$ cat config.mk
export PLATFORM = sky130hd
export DESIGN_NAME = userbit_ibuf
export DESIGN_NICKNAME = d
export VERILOG_FILES = /design/src/rtl/ubuf_pkg.sv /design/src/rtl/ubuf_ptr.sv /design/src/rtl/ubuf_store.sv /design/src/rtl/ubuf_flag.sv /design/src/rtl/userbit_ibuf.sv
export SDC_FILE = /design/constraint.sdc
export NUM_CORES = 1
export LEC_CHECK = 0
export BUFFER_PORTS_ARGS = -buffer_cell sky130_fd_sc_hd__buf_4
export CAP_MARGIN = 40
export CORE_MARGIN = 4
export CORE_UTILIZATION = 64
export CTS_BUF_LIST = sky130_fd_sc_hd__clkbuf_8
export DETAILED_ROUTE_END_ITERATION = 12
export PLACE_DENSITY = 0.9
export SYNTH_ARGS = -nofsm -noshare
export SYNTH_HDL_FRONTEND = slang
export SYNTH_SLANG_ARGS = --single-unit
$ cat constraint.sdc
create_clock -name clk -period 4.2 [get_ports clk]
set_input_delay 0.84 -clock clk [delete_from_list [all_inputs] [get_ports clk]]
set_output_delay 0.84 -clock clk [all_outputs]
set_load 0.005 [all_outputs]
$ cat src/rtl/ubuf_pkg.sv
`timescale 1ns/1ps
package ubuf_pkg;

    localparam int unsigned BUF_DEPTH = 24;
    localparam int unsigned BYTE_W    = 8;

    localparam logic [7:0] ADDR_PTR  = 8'h50;
    localparam logic [7:0] ADDR_DATA = 8'h51;
    localparam logic [7:0] ADDR_LEN  = 8'h52;
    localparam logic [7:0] ADDR_STAT = 8'h53;

    typedef enum logic [2:0] {
        SEL_NONE,
        SEL_PTR,
        SEL_DATA,
        SEL_LEN,
        SEL_STAT
    } reg_sel_e;

    typedef struct packed {
        logic       ptr_wr;
        logic       len_wr;
        logic       flag_clr;
        logic       data_rd;
        logic [7:0] wdata;
    } host_cmd_t;

    function automatic reg_sel_e decode_addr(input logic [7:0] a);
        case (a)
            ADDR_PTR:  return SEL_PTR;
            ADDR_DATA: return SEL_DATA;
            ADDR_LEN:  return SEL_LEN;
            ADDR_STAT: return SEL_STAT;
            default:   return SEL_NONE;
        endcase
    endfunction

endpackage

$ cat src/rtl/ubuf_ptr.sv
`timescale 1ns/1ps
module ubuf_ptr
    import ubuf_pkg::*;
#(
    parameter int DEPTH = 24,
    parameter int IW    = 5
) (
    input  logic          clk,
    input  logic          rst,
    input  host_cmd_t     cmd,
    output logic [IW-1:0] ptr_q,
    output logic [IW-1:0] len_q
);
    localparam logic [7:0] DEPTH_B = 8'(DEPTH);

    logic [IW-1:0] last_idx;
    logic [IW-1:0] len_nx;
    logic [IW-1:0] ptr_nx;

    assign last_idx = len_q - IW'(1);

    always_comb begin
        len_nx = len_q;
        if (cmd.len_wr) begin
            if (cmd.wdata == 8'h00)
                len_nx = IW'(1);
            else if (cmd.wdata > DEPTH_B)
                len_nx = IW'(DEPTH);
            else
                len_nx = cmd.wdata[IW-1:0];
        end
    end

    always_comb begin
        ptr_nx = ptr_q;
        if (cmd.ptr_wr)
            ptr_nx = (cmd.wdata > 8'(last_idx)) ? last_idx : cmd.wdata[IW-1:0];
        else if (cmd.data_rd)
            ptr_nx = (ptr_q == last_idx) ? '0 : ptr_q + IW'(1);
        if (cmd.len_wr && (ptr_nx >= len_nx))
            ptr_nx = '0;
    end

    always_ff @(posedge clk) begin
        if (rst) begin
            ptr_q <= '0;
            len_q <= IW'(DEPTH);
        end else begin
            ptr_q <= ptr_nx;
            len_q <= len_nx;
        end
    end
endmodule

$ cat src/rtl/ubuf_store.sv
`timescale 1ns/1ps
module ubuf_store #(
    parameter int DEPTH = 24,
    parameter int DW    = 8,
    parameter int IW    = 5
) (
    input  logic          clk,
    input  logic          rst,
    input  logic          wr_en,
    input  logic [IW-1:0] wr_idx,
    input  logic [DW-1:0] wr_data,
    input  logic [IW-1:0] rd_idx,
    output logic [DW-1:0] rd_data
);
    logic [DW-1:0] cells [DEPTH];

    for (genvar g = 0; g < DEPTH; g++) begin : g_cell
        always_ff @(posedge clk) begin
            if (rst)
                cells[g] <= '0;
            else if (wr_en && (wr_idx == IW'(g)))
                cells[g] <= wr_data;
        end
    end

    always_comb begin
        rd_data = '0;
        for (int i = 0; i < DEPTH; i++)
            if (rd_idx == IW'(i))
                rd_data = cells[i];
    end
endmodule

$ cat src/rtl/ubuf_flag.sv
`timescale 1ns/1ps
module ubuf_flag #(
    parameter int IW = 5
) (
    input  logic          clk,
    input  logic          rst,
    input  logic          asm_wr,
    input  logic [IW-1:0] asm_idx,
    input  logic [IW-1:0] len_q,
    input  logic          clr,
    output logic          filled_q
);
    logic hit_last;

    assign hit_last = asm_wr && (asm_idx == (len_q - IW'(1)));

    always_ff @(posedge clk) begin
        if (rst)
            filled_q <= 1'b0;
        else if (hit_last)
            filled_q <= 1'b1;
        else if (clr)
            filled_q <= 1'b0;
    end
endmodule

$ cat src/rtl/userbit_ibuf.sv
`timescale 1ns/1ps
module userbit_ibuf
    import ubuf_pkg::*;
#(
    parameter int DEPTH = ubuf_pkg::BUF_DEPTH,
    parameter int DW    = ubuf_pkg::BYTE_W
) (
    input  logic                         clk,
    input  logic                         rst,
    input  logic                         host_wr,
    input  logic [7:0]                   host_waddr,
    input  logic [7:0]                   host_wdata,
    input  logic                         host_rd,
    input  logic [7:0]                   host_raddr,
    output logic [DW-1:0]                host_rdata,
    input  logic                         asm_wr,
    input  logic [$clog2(DEPTH+1)-1:0]   asm_idx,
    input  logic [DW-1:0]                asm_data,
    output logic                         buf_full
);
    localparam int IW = $clog2(DEPTH + 1);

    reg_sel_e      wsel;
    reg_sel_e      rsel;
    host_cmd_t     cmd;
    logic [IW-1:0] ptr_q;
    logic [IW-1:0] len_q;
    logic          filled_q;
    logic [DW-1:0] rd_byte;

    assign wsel = decode_addr(host_waddr);
    assign rsel = decode_addr(host_raddr);

    always_comb begin
        cmd.ptr_wr   = host_wr && (wsel == SEL_PTR);
        cmd.len_wr   = host_wr && (wsel == SEL_LEN);
        cmd.flag_clr = host_wr && (wsel == SEL_STAT) && host_wdata[0];
        cmd.data_rd  = host_rd && (rsel == SEL_DATA);
        cmd.wdata    = host_wdata;
    end

    ubuf_ptr #(.DEPTH(DEPTH), .IW(IW)) u_ptr (
        .clk   (clk),
        .rst   (rst),
        .cmd   (cmd),
        .ptr_q (ptr_q),
        .len_q (len_q)
    );

    ubuf_store #(.DEPTH(DEPTH), .DW(DW), .IW(IW)) u_store (
        .clk     (clk),
        .rst     (rst),
        .wr_en   (asm_wr),
        .wr_idx  (asm_idx),
        .wr_data (asm_data),
        .rd_idx  (ptr_q),
        .rd_data (rd_byte)
    );

    ubuf_flag #(.IW(IW)) u_flag (
        .clk      (clk),
        .rst      (rst),
        .asm_wr   (asm_wr),
        .asm_idx  (asm_idx),
        .len_q    (len_q),
        .clr      (cmd.flag_clr),
        .filled_q (filled_q)
    );

    always_comb begin
        case (rsel)
            SEL_PTR:  host_rdata = DW'(ptr_q);
            SEL_DATA: host_rdata = rd_byte;
            SEL_LEN:  host_rdata = DW'(len_q);
            SEL_STAT: host_rdata = DW'(filled_q);
            default:  host_rdata = '0;
        endcase
    end

    assign buf_full = filled_q;
endmodule

# Yosys cells after proc, flatten, opt, wreduce, memory -nomap -nowiden
# Memories as Yosys holds them, arrays and structs flattened.
# Index checks and enable logic that the tools add are counted.
# totals
reg_bits	11
ram_bits	192
in_bits	42
out_inout_bits	9
n_memories	1
# classes
addsub	2
magnitude_cmp	3
n_eq_ne	63
muxes	134
n_bitwise	24
n_reduce_logical	36
# mem_list
memory	depth	width	read_ports	rd_clocked_by_memory_dff	write_ports	line	source
u_store.cells	24	8	24	0	24	ubuf_store.sv:15	logic [DW-1:0] cells [DEPTH];
# ops
cell	n
$mux W8	48
$eq A5 B4 Y1 const B	16
$eq A5 B5 Y1 const B	16
$mux W1	76
$eq A8 B7 Y1 const B	8
$eq A5 B3 Y1 const B	8
$mux W5	7
$pmux W8 S4	1
$logic_and A1 B1 Y1	31
$or A1 B1 Y1	24
$pmux W3 S4	2
$eq A5 B2 Y1 const B	4
$eq A5 B1 Y1 const B	2
$eq A5 B5 Y1	2
$logic_not A5 Y1	2
$eq A3 B2 Y1 const B	3
$gt A8 B5 Y1	1
$gt A8 B5 Y1 const B	1
$logic_not A8 Y1	1
$eq A3 B1 Y1 const B	2
$eq A3 B3 Y1 const B	2
$add A5 B1 Y5 const B	1
$ge A5 B5 Y1	1
$sub A5 B1 Y5 const B	1
other kinds (2)	2

# Logic depth before layout (Yosys ltp)
# Gate-level depths: netlist of the first run.
# logic_depth
ltp_word	26
ltp_mapped	19
ltp_nobuf	19

# Hierarchy
# From an unflattened synthesis of the first run, not the netlist that was laid out.
# hier_totals
hier_cells	980
hier_area_um2	11039.3
# modules_own_cells
mod	n_inst	cells_per_inst	area_each_um2
ubuf_store	1	811	9640.5
ubuf_ptr	1	116	974.7
userbit_ibuf	1	33	250.2
ubuf_flag	1	20	173.9

# Least setup slack after synthesis of the first run
# No wires, ideal clock.
# synth_timing
path_type	register to register
startpoint	register u_ptr.len_q[0]
endpoint	register u_ptr.ptr_q[3]
setup_ns	0.078
t_arrival_ns	3.755
path_slack_ns	0.368
stages_incl_launch_ff	20
synth_period_minus_slack_ns	3.832
path_cell_list	dfxtp_1 -> inv_1 -> ha_1 -> nor3b_2 -> xnor2_2 -> ha_1 -> nand3_1 -> or2_1 -> a21o_1 -> a31oi_2 -> mux2i_1 -> a22o_1 -> ha_1 -> nand2b_1 -> a21o_1 -> a21o_1 -> a21o_1 -> a21oi_1 -> o21ai_0 -> nor3_1
# synth_via
elab_chain_cells	8
elab_cells_between_ends	11
# synth_rtl
item	line	source
start: declaration	ubuf_ptr.sv:12	output logic [IW-1:0] len_q
start signal: assignment	ubuf_ptr.sv:47	len_q <= IW'(DEPTH);
start signal: assignment	ubuf_ptr.sv:50	len_q <= len_nx;
branches (longest 8 deep; another with $gt A8 B5 Y1)	--	
end signal: assignment	ubuf_ptr.sv:49	ptr_q <= ptr_nx;
end: declaration	ubuf_ptr.sv:11	output logic [IW-1:0] ptr_q,
# Several ways; the timed one is not identified.
# A chain may end at the register's enable or synchronous reset.

# Worst setup path in the final report of the first run
# layout_timing
startpoint	register u_ptr.ptr_q[1]
endpoint	output port host_rdata[7]
# layout_via
elab_chain_cells	26
elab_cells_between_ends	49
# layout_rtl
item	line	source
$logic_not A5 Y1	ubuf_store.sv:29	if (rd_idx == IW'(i))
$mux W8 (23 in series)	ubuf_store.sv:29	
$mux W8 *	ubuf_store.sv:29	
$pmux W8 S4 *	userbit_ibuf.sv:71	case (rsel)
end: declaration	userbit_ibuf.sv:15	output logic [DW-1:0] host_rdata,
# Mark *: on every way between the ends. The rest lies on a longest branch, timed or not.

==> results of run 1 <==
==> cells by family after synthesis <==
| kind of cell | count (synthesis) | synth area share, % |
|---|---|---|
| AND/OR/NAND/NOR | 521 | 25.7 |
| flip-flops | 203 | 52.9 |
| multiplexers | 10 | 0.995 |
| buffers and inverters | 84 | 3.08 |
| AO/OA/AOI/OAI | 242 | 14.5 |
| adder cells (fa/ha/maj) | 16 | 1.77 |
| XOR/XNOR | 13 | 1.14 |
==> per-layer routing <==
| layer | vias to the layer above | track usage (%) | part of all wire [%] |
|---|---|---|---|
| met2 | 838 | 54.4 | 43 |
| met5 | - | 0 | 0 |
| met1 | 4614 | 52.0 | 37 |
| met4 | 0 | 15.4 | 4.4 |
| li1 | 4203 | - | - |
| met3 | 144 | 9.57 | 15 |
==> through the flow <==
step / TNS [ns] / power, mW
global route: -0.118 / 4.31
detailed placement: 0 / 2.73
CTS: 0 / 4.16
floorplan: 0 / 2.55
global placement: 0 / 2.72
finish: 0 / 4.19
==> layout make-up <==
| cell class | count | area (um^2) |
|---|---|---|
| tap | 225 | 282 |
| sequential | 203 | 5990 |
| inverter | 20 | 75.1 |
| timing repair buffer | 132 | 980 |
| antenna | 1 | 2.50 |
| clock inverter | 20 | 85.1 |
| multi-input combinational | 802 | 5080 |
| fill | 1197 | 4340 |
| clock buffer | 33 | 454 |
==> worst register-to-register path, delay by kind of cell (launching register included) <==
kind,cells,cell delay [ns]
AO/OA/AOI/OAI,7,1.29
AND/OR/NAND/NOR,6,0.86
adder cells (fa/ha/maj),3,0.75
flip-flops,1,0.40
multiplexers,1,0.29
XOR/XNOR,1,0.16
buffers and inverters,1,0.07
==> sequential cells by signal, summed over array words and instances (netlist names) <==
signal and flops:
u_ptr.len_q 5, u_flag.filled_q 1, u_store.cells 192, u_ptr.ptr_q 5
==> power by group <==
part           total (mW)  switching, mW  internal, mW
Sequential           2.38         0.0626          2.32
Combinational       0.325          0.214         0.110
Clock                1.48          0.765         0.716
Total                4.19           1.04          3.15
==> layout by cell type (no fill, tap or decap), types with 9 or more instances in the layout <==
master      n
and2_1    195
edfxtp_1  192
buf_4     125
nand2_1    88
nor2_1     86
a21oi_1    52
o21ai_0    44
clkbuf_8   33
inv_1      28
nor3_1     26
nand3_1    20
nand2b_1   19
o22ai_1    18
nor2b_1    16
a211oi_1   12
ha_1       12
or3_1      11
a221oi_1    9
==> repair_timing <==
item / 4_1_cts / 5_1_grt
setup endpoints to repair: 7 / 13
setup buffers: 2 / 0
pin swaps: 2 / 3
hold buffers: 0 / 0
gates resized for setup: 9 / 17
==> final timing paths <==
path	cells after the start	end	startpoint
max	10	host_rdata[7]	u_ptr.ptr_q[1]$_SDFF_PP0_
min	2	u_flag.filled_q$_SDFFE_PP0P_	rst
max reg2reg	19	u_ptr.ptr_q[1]$_SDFF_PP0_	u_ptr.len_q[1]$_SDFF_PP0_
min reg2reg	2	u_flag.filled_q$_SDFFE_PP0P_	u_flag.filled_q$_SDFFE_PP0P_
==> impl_metrics.yaml, run 1 <==
outcome:
  outcome: "completed"
sta:
  final.setup_skew_ns: 0.0316
  rsz0062_at_grt: "true"
  hold_viol_final: 0
  timing_worst_slew_pin_value_ns: 0.805
  worst_slack_ns: 0.00693
  final.period_utilization_pct: 99.8
  final-setup-viol-count: 0
  max_slew_margin_pct: 45.9
  final_slew_violations: 0
  clock.fmax_mhz: 238
  shortest_period_the_worst_path_allows_ns: 4.19
  whs_ns: 0.479
setup_path:
  worstPathArrival_ns: 3.35
  highest_cell_delay_on_the_worst_timing_path_ns: 0.54
  start_kind: "flip-flop"
  critPathMaxFanout: 12
  ff2ff_setup_slack_ns: 0.31
  path_buf_inv: 4
  master_of_the_slowest_instance_on_the_critical_path: "a211oi_1"
  critical_path_capture_point_type: "output port"
  critical-path-top-cell-by-count: "buf_4"
  path_cells: "inv_1 > ha_2 > buf_4 > nand4b_1 > a211oi_1 > nor4b_1 > buf_4 > o21ai_1 > a21oi_1 > buf_4"
  worst-endpoint-required_ns: 3.36
  critical_path_class: "flip-flop to output port"
  crit_family: "compound AO/OA/AOI/OAI gates"
synth:
  synth.cell_area_mm2: 0.0113
  postSynth.topFlopCell: "edfxtp_1"
  yosys.cell_types.count: 82
  synth_enable_flop_cells: 192
  mappedNetlistNets: 1147
  netlist_instances: 1089
  postSynth.asyncResetShare_pct: 0
  largest_area_contributor_in_the_netlist: "edfxtp_1"
  synth_sequential_area_ratio_pct: 52.9
  ys.warnings.count: 0
  synth.top_cells.by_count: "and2_1 (195), edfxtp_1 (192), nand2_1 (88)"
  synth_area_leaders: "edfxtp_1 (51%), and2_1 (11%), nand2_1 (2.9%)"
  synth_area_per_cell_um2: 10.4
  post-synth-top-area-fraction_pct: 50.9
  synthMostInstantiatedCell: "and2_1"
  postSynthRegisterBits: 203
clock_network:
  htree_num_levels: 1
  clock_insertion_delay_worst_skew_ns: 0.60
  clockRootBuffer: "clkbuf_8"
  clk_transition_reported_paths_ns: 0.07
  numCtsBuffers: 31
  clock_path_buffers: 3
  cts_tree: "yes"
  cts.sink_count: 203
pwr:
  power.density_mw_per_mm2: 323
  peak_supply_drop_mv: 0.320
  p_leak_nw: 4.79
final_layout:
  core_occupancy_in_the_finished_layout_pct: 74.9
  area_growth_syn_to_layout_pct: 14.4
  drive_above_1_share_pct: 18.3
  design_area_mm2: 0.0130
  fin_nets: 1248
  post_layout_nonfiller_instances: 1436
routing:
  totalWireLength_mm: 36.8
  first_iter_violations: 1762
  drc: 0
  route.antenna.remaining_nets: 0
  drt-pass1-iter-count: 6
  wire_per_inst_um: 25.7
  routed-via-count: 9799
  route.detailed.vias_per_inst: 6.82
placement:
  dp_slack_ns: 0.207
  gp_congestion: 1.08
  place.detailed.hpwl_mm: 26.6
  io_buffer_count: 50
  placedInstanceArea_mm2: 0.0123
  placed_cells: 1380
global_route:
  number_of_global_route_vias_before_repair: 9430
  maximum_number_of_pins_on_one_net_before_global_route_repair: 30
  initial_antenna_violation_count: 1
  grt.total_usage_pct: 36.8
  globalRoute.totalOverflow: 0
  grt_pass1_wl_mm: 55.8
die:
  core_mm2: 0.0173
  floorplan.initialDensity_pct: 65.4
  floorplan_die_area_mm2: 0.0199
  io-pin-count: 51
  die_width_um: 141
  fp-row-count: 48
  floorplan.die.height_um: 141
min_path:
  timing.hold.worst.class: "input port to flip-flop"
job:
  timing.max_cap.violations: 0
Power figures use the tool's default switching activity.
==> run 2: changes to the inputs <==
--- a/config.mk
+++ b/config.mk
@@ -5,7 +5,7 @@
 export SDC_FILE = /design/constraint.sdc
 export NUM_CORES = 1
 export LEC_CHECK = 0
-export BUFFER_PORTS_ARGS = -buffer_cell sky130_fd_sc_hd__buf_4
+export BUFFER_PORTS_ARGS = -buffer_cell sky130_fd_sc_hd__buf_2
 export CAP_MARGIN = 40
 export CORE_MARGIN = 4
 export CORE_UTILIZATION = 64
==> run 2 against run 1 <==
Final cell count fell by 0.28%. Non-clock buffer count fell by 10. Flip-flop and latch count did not move. First-iteration DRC count rose by 5.9%. Hold slack improved by 0.031 ns. Highest routed layer unchanged. Sequential share of layout area rose by 0.23 points. Routed wire length rose by 3.1%. Design area fell by 0.48%. Clock skew fell by 0.021 ns. Sequential power barely moved. Critical endpoint unchanged.
==> impl_metrics.yaml, run 2 (synthesis results as in run 1) <==
outcome:
  outcome: "completed"
sta:
  final_slew_violations: 0
  final.setup_skew_ns: 0.0108
  max_slew_margin_pct: 38.3
  final.period_utilization_pct: 100
  clock.fmax_mhz: 238
  whs_ns: 0.510
  hold_viol_final: 0
  timing_worst_slew_pin_value_ns: 0.918
  final.setup.tns_ns: 0
  final-setup-viol-count: 0
  shortest_period_the_worst_path_allows_ns: 4.20
setup_path:
  path_cells: "inv_1 > ha_4 > nor3_2 > nor3_2 > buf_4 > a311oi_1 > o311a_1 > nor4b_1 > buf_4 > o21ai_1 > a21oi_1 > buf_2"
  master_of_the_slowest_instance_on_the_critical_path: "a311oi_1"
  worst-endpoint-required_ns: 3.36
  start_kind: "flip-flop"
  crit_end: "host_rdata[7]"
  critical_path.reg2reg.endpoint: "u_ptr.ptr_q[3]$_SDFF_PP0_"
  highest_cell_delay_on_the_worst_timing_path_ns: 0.46
  r2r_depth: 19
  critPathMaxFanout: 10
  r2r-start: "u_ptr.len_q[0]$_SDFF_PP0_"
  startpoint: "u_ptr.ptr_q[0]$_SDFF_PP0_"
  critical_path_class: "flip-flop to output port"
  critical_path_capture_point_type: "output port"
  ff2ff_setup_slack_ns: 0.34
  worstPathArrival_ns: 3.36
die:
  die_width_um: 141
  floorplan.die.height_um: 141
  floorplan.initialDensity_pct: 65.4
  core_mm2: 0.0173
  fp-row-count: 48
  floorplan_die_area_mm2: 0.0199
  io-pin-count: 51
placement:
  io_buffer_count: 50
  gp_congestion: 1.06
  place.detailed.hpwl_mm: 26.8
  placedInstanceArea_mm2: 0.0121
final_layout:
  fin_nets: 1241
  design_area_mm2: 0.0129
  largest_register: "u_store.cells"
  layout_commonest_cell: "and2_1"
  largest_reg_flops: 192
  reg_top3: "u_store.cells x192, u_ptr.len_q x5, u_ptr.ptr_q x5"
  drive_above_1_share_pct: 17.4
  area_growth_syn_to_layout_pct: 13.9
  most-common-layout-cells: "and2_1 (195), edfxtp_1 (192), nand2_1 (88)"
  core_occupancy_in_the_finished_layout_pct: 74.5
routing:
  route.antenna.remaining_nets: 0
  totalWireLength_mm: 38.0
  first_iter_violations: 1866
  drt-pass1-iter-count: 8
  routed-via-count: 9840
  wire_per_inst_um: 26.5
  drc: 0
  route.detailed.vias_per_inst: 6.87
global_route:
  number_of_global_route_vias_before_repair: 9526
  initial_antenna_violation_count: 0
  globalRoute.totalOverflow: 0
  grt.total_usage_pct: 38.3
  maximum_number_of_pins_on_one_net_before_global_route_repair: 25
  grt_pass1_wl_mm: 57.1
clock_network:
  postCtsHoldBufs: 0
  clock_path_buffers: 3
  htree_num_levels: 2
  cts_tree: "yes"
  postCtsSetupBuffers: 0
  clk_transition_reported_paths_ns: 0.06
  cts.sink_count: 203
  clockRootBuffer: "clkbuf_8"
  clock_insertion_delay_worst_skew_ns: 0.52
  numCtsBuffers: 34
pwr:
  power.density_mw_per_mm2: 346
  power_mw: 4.46
  peak_supply_drop_mv: 0.347
  p_leak_nw: 4.75
min_path:
  timing.hold.worst.start: "u_flag.filled_q$_SDFFE_PP0P_"
  timing.hold.worst.class: "flip-flop to flip-flop"
job:
  timing.max_cap.violations: 0
-- run 2: cell types whose count changed in the layout (fill, tap and decap cells not counted), sizes merged --
cell    change
buf        -10
bufinv      +3
clkbuf      +2
clkinv      +7
inv         -6
-- run 2: worst min path at each step --
stage	to	slack [ns]	cells after the start
6_report	u_flag.filled_q$_SDFFE_PP0P_	0.51	2
3_3_place_gp	u_flag.filled_q$_SDFFE_PP0P_	0.49	2
4_1_cts	u_flag.filled_q$_SDFFE_PP0P_	0.52	2
3_5_place_dp	u_flag.filled_q$_SDFFE_PP0P_	0.51	2
2_1_floorplan	u_flag.filled_q$_SDFFE_PP0P_	0.47	2
5_1_grt	u_flag.filled_q$_SDFFE_PP0P_	0.56	2
-- run 2: cell type report --
class | instances | area (um^2)
Multi-Input combinational cell | 802 | 5080
Clock inverter | 24 | 180
Sequential cell | 203 | 5990
Inverter | 20 | 75.1
Timing Repair Buffer | 122 | 791
Tap cell | 225 | 282
Clock buffer | 35 | 482
Antenna cell | 1 | 2.50
Fill cell | 1169 | 4410
-- run 2: worst max-delay path: cells and delay by family (launching register included) --
kind | cells | cell delay [ns]
DFF | 1 | 0.42
AOI/OAI and AO/OA | 4 | 1.12
buffers and inverters | 4 | 0.58
and+or+nand+nor | 3 | 0.47
adders and majority gates | 1 | 0.25
-- run 2: layer usage --
layer / global-route usage, % / share of wire [%] / vias up
li1: - / - / 4191
met1: 52.6 / 37 / 4576
met2: 57.0 / 43 / 892
met3: 10.3 / 15 / 181
met4: 18.7 / 5.8 / 0
met5: 0 / 0 / -
-- run 2: through the flow --
step | setup WS [ns] | cells
2_1_floorplan | 0.368 | 1089
3_3_place_gp | 0.389 | 1367
3_5_place_dp | 0.300 | 1372
4_1_cts | 0.00454 | 1431
5_1_grt | -0.0167 | 1431
6_report | 0.000617 | 1432
-- run 2: report_power, final --
group | total (mW) | switching (mW) | internal [mW]
Combinational | 0.316 | 0.219 | 0.0968
Clock | 1.76 | 0.802 | 0.961
Sequential | 2.38 | 0.0623 | 2.32
Total | 4.46 | 1.08 | 3.38
-- run 2: timing repair --
action	in CTS	in global routing
pin swaps	0	0
gates resized for setup	5	18
setup endpoints to repair	4	9
gates cloned	0	0
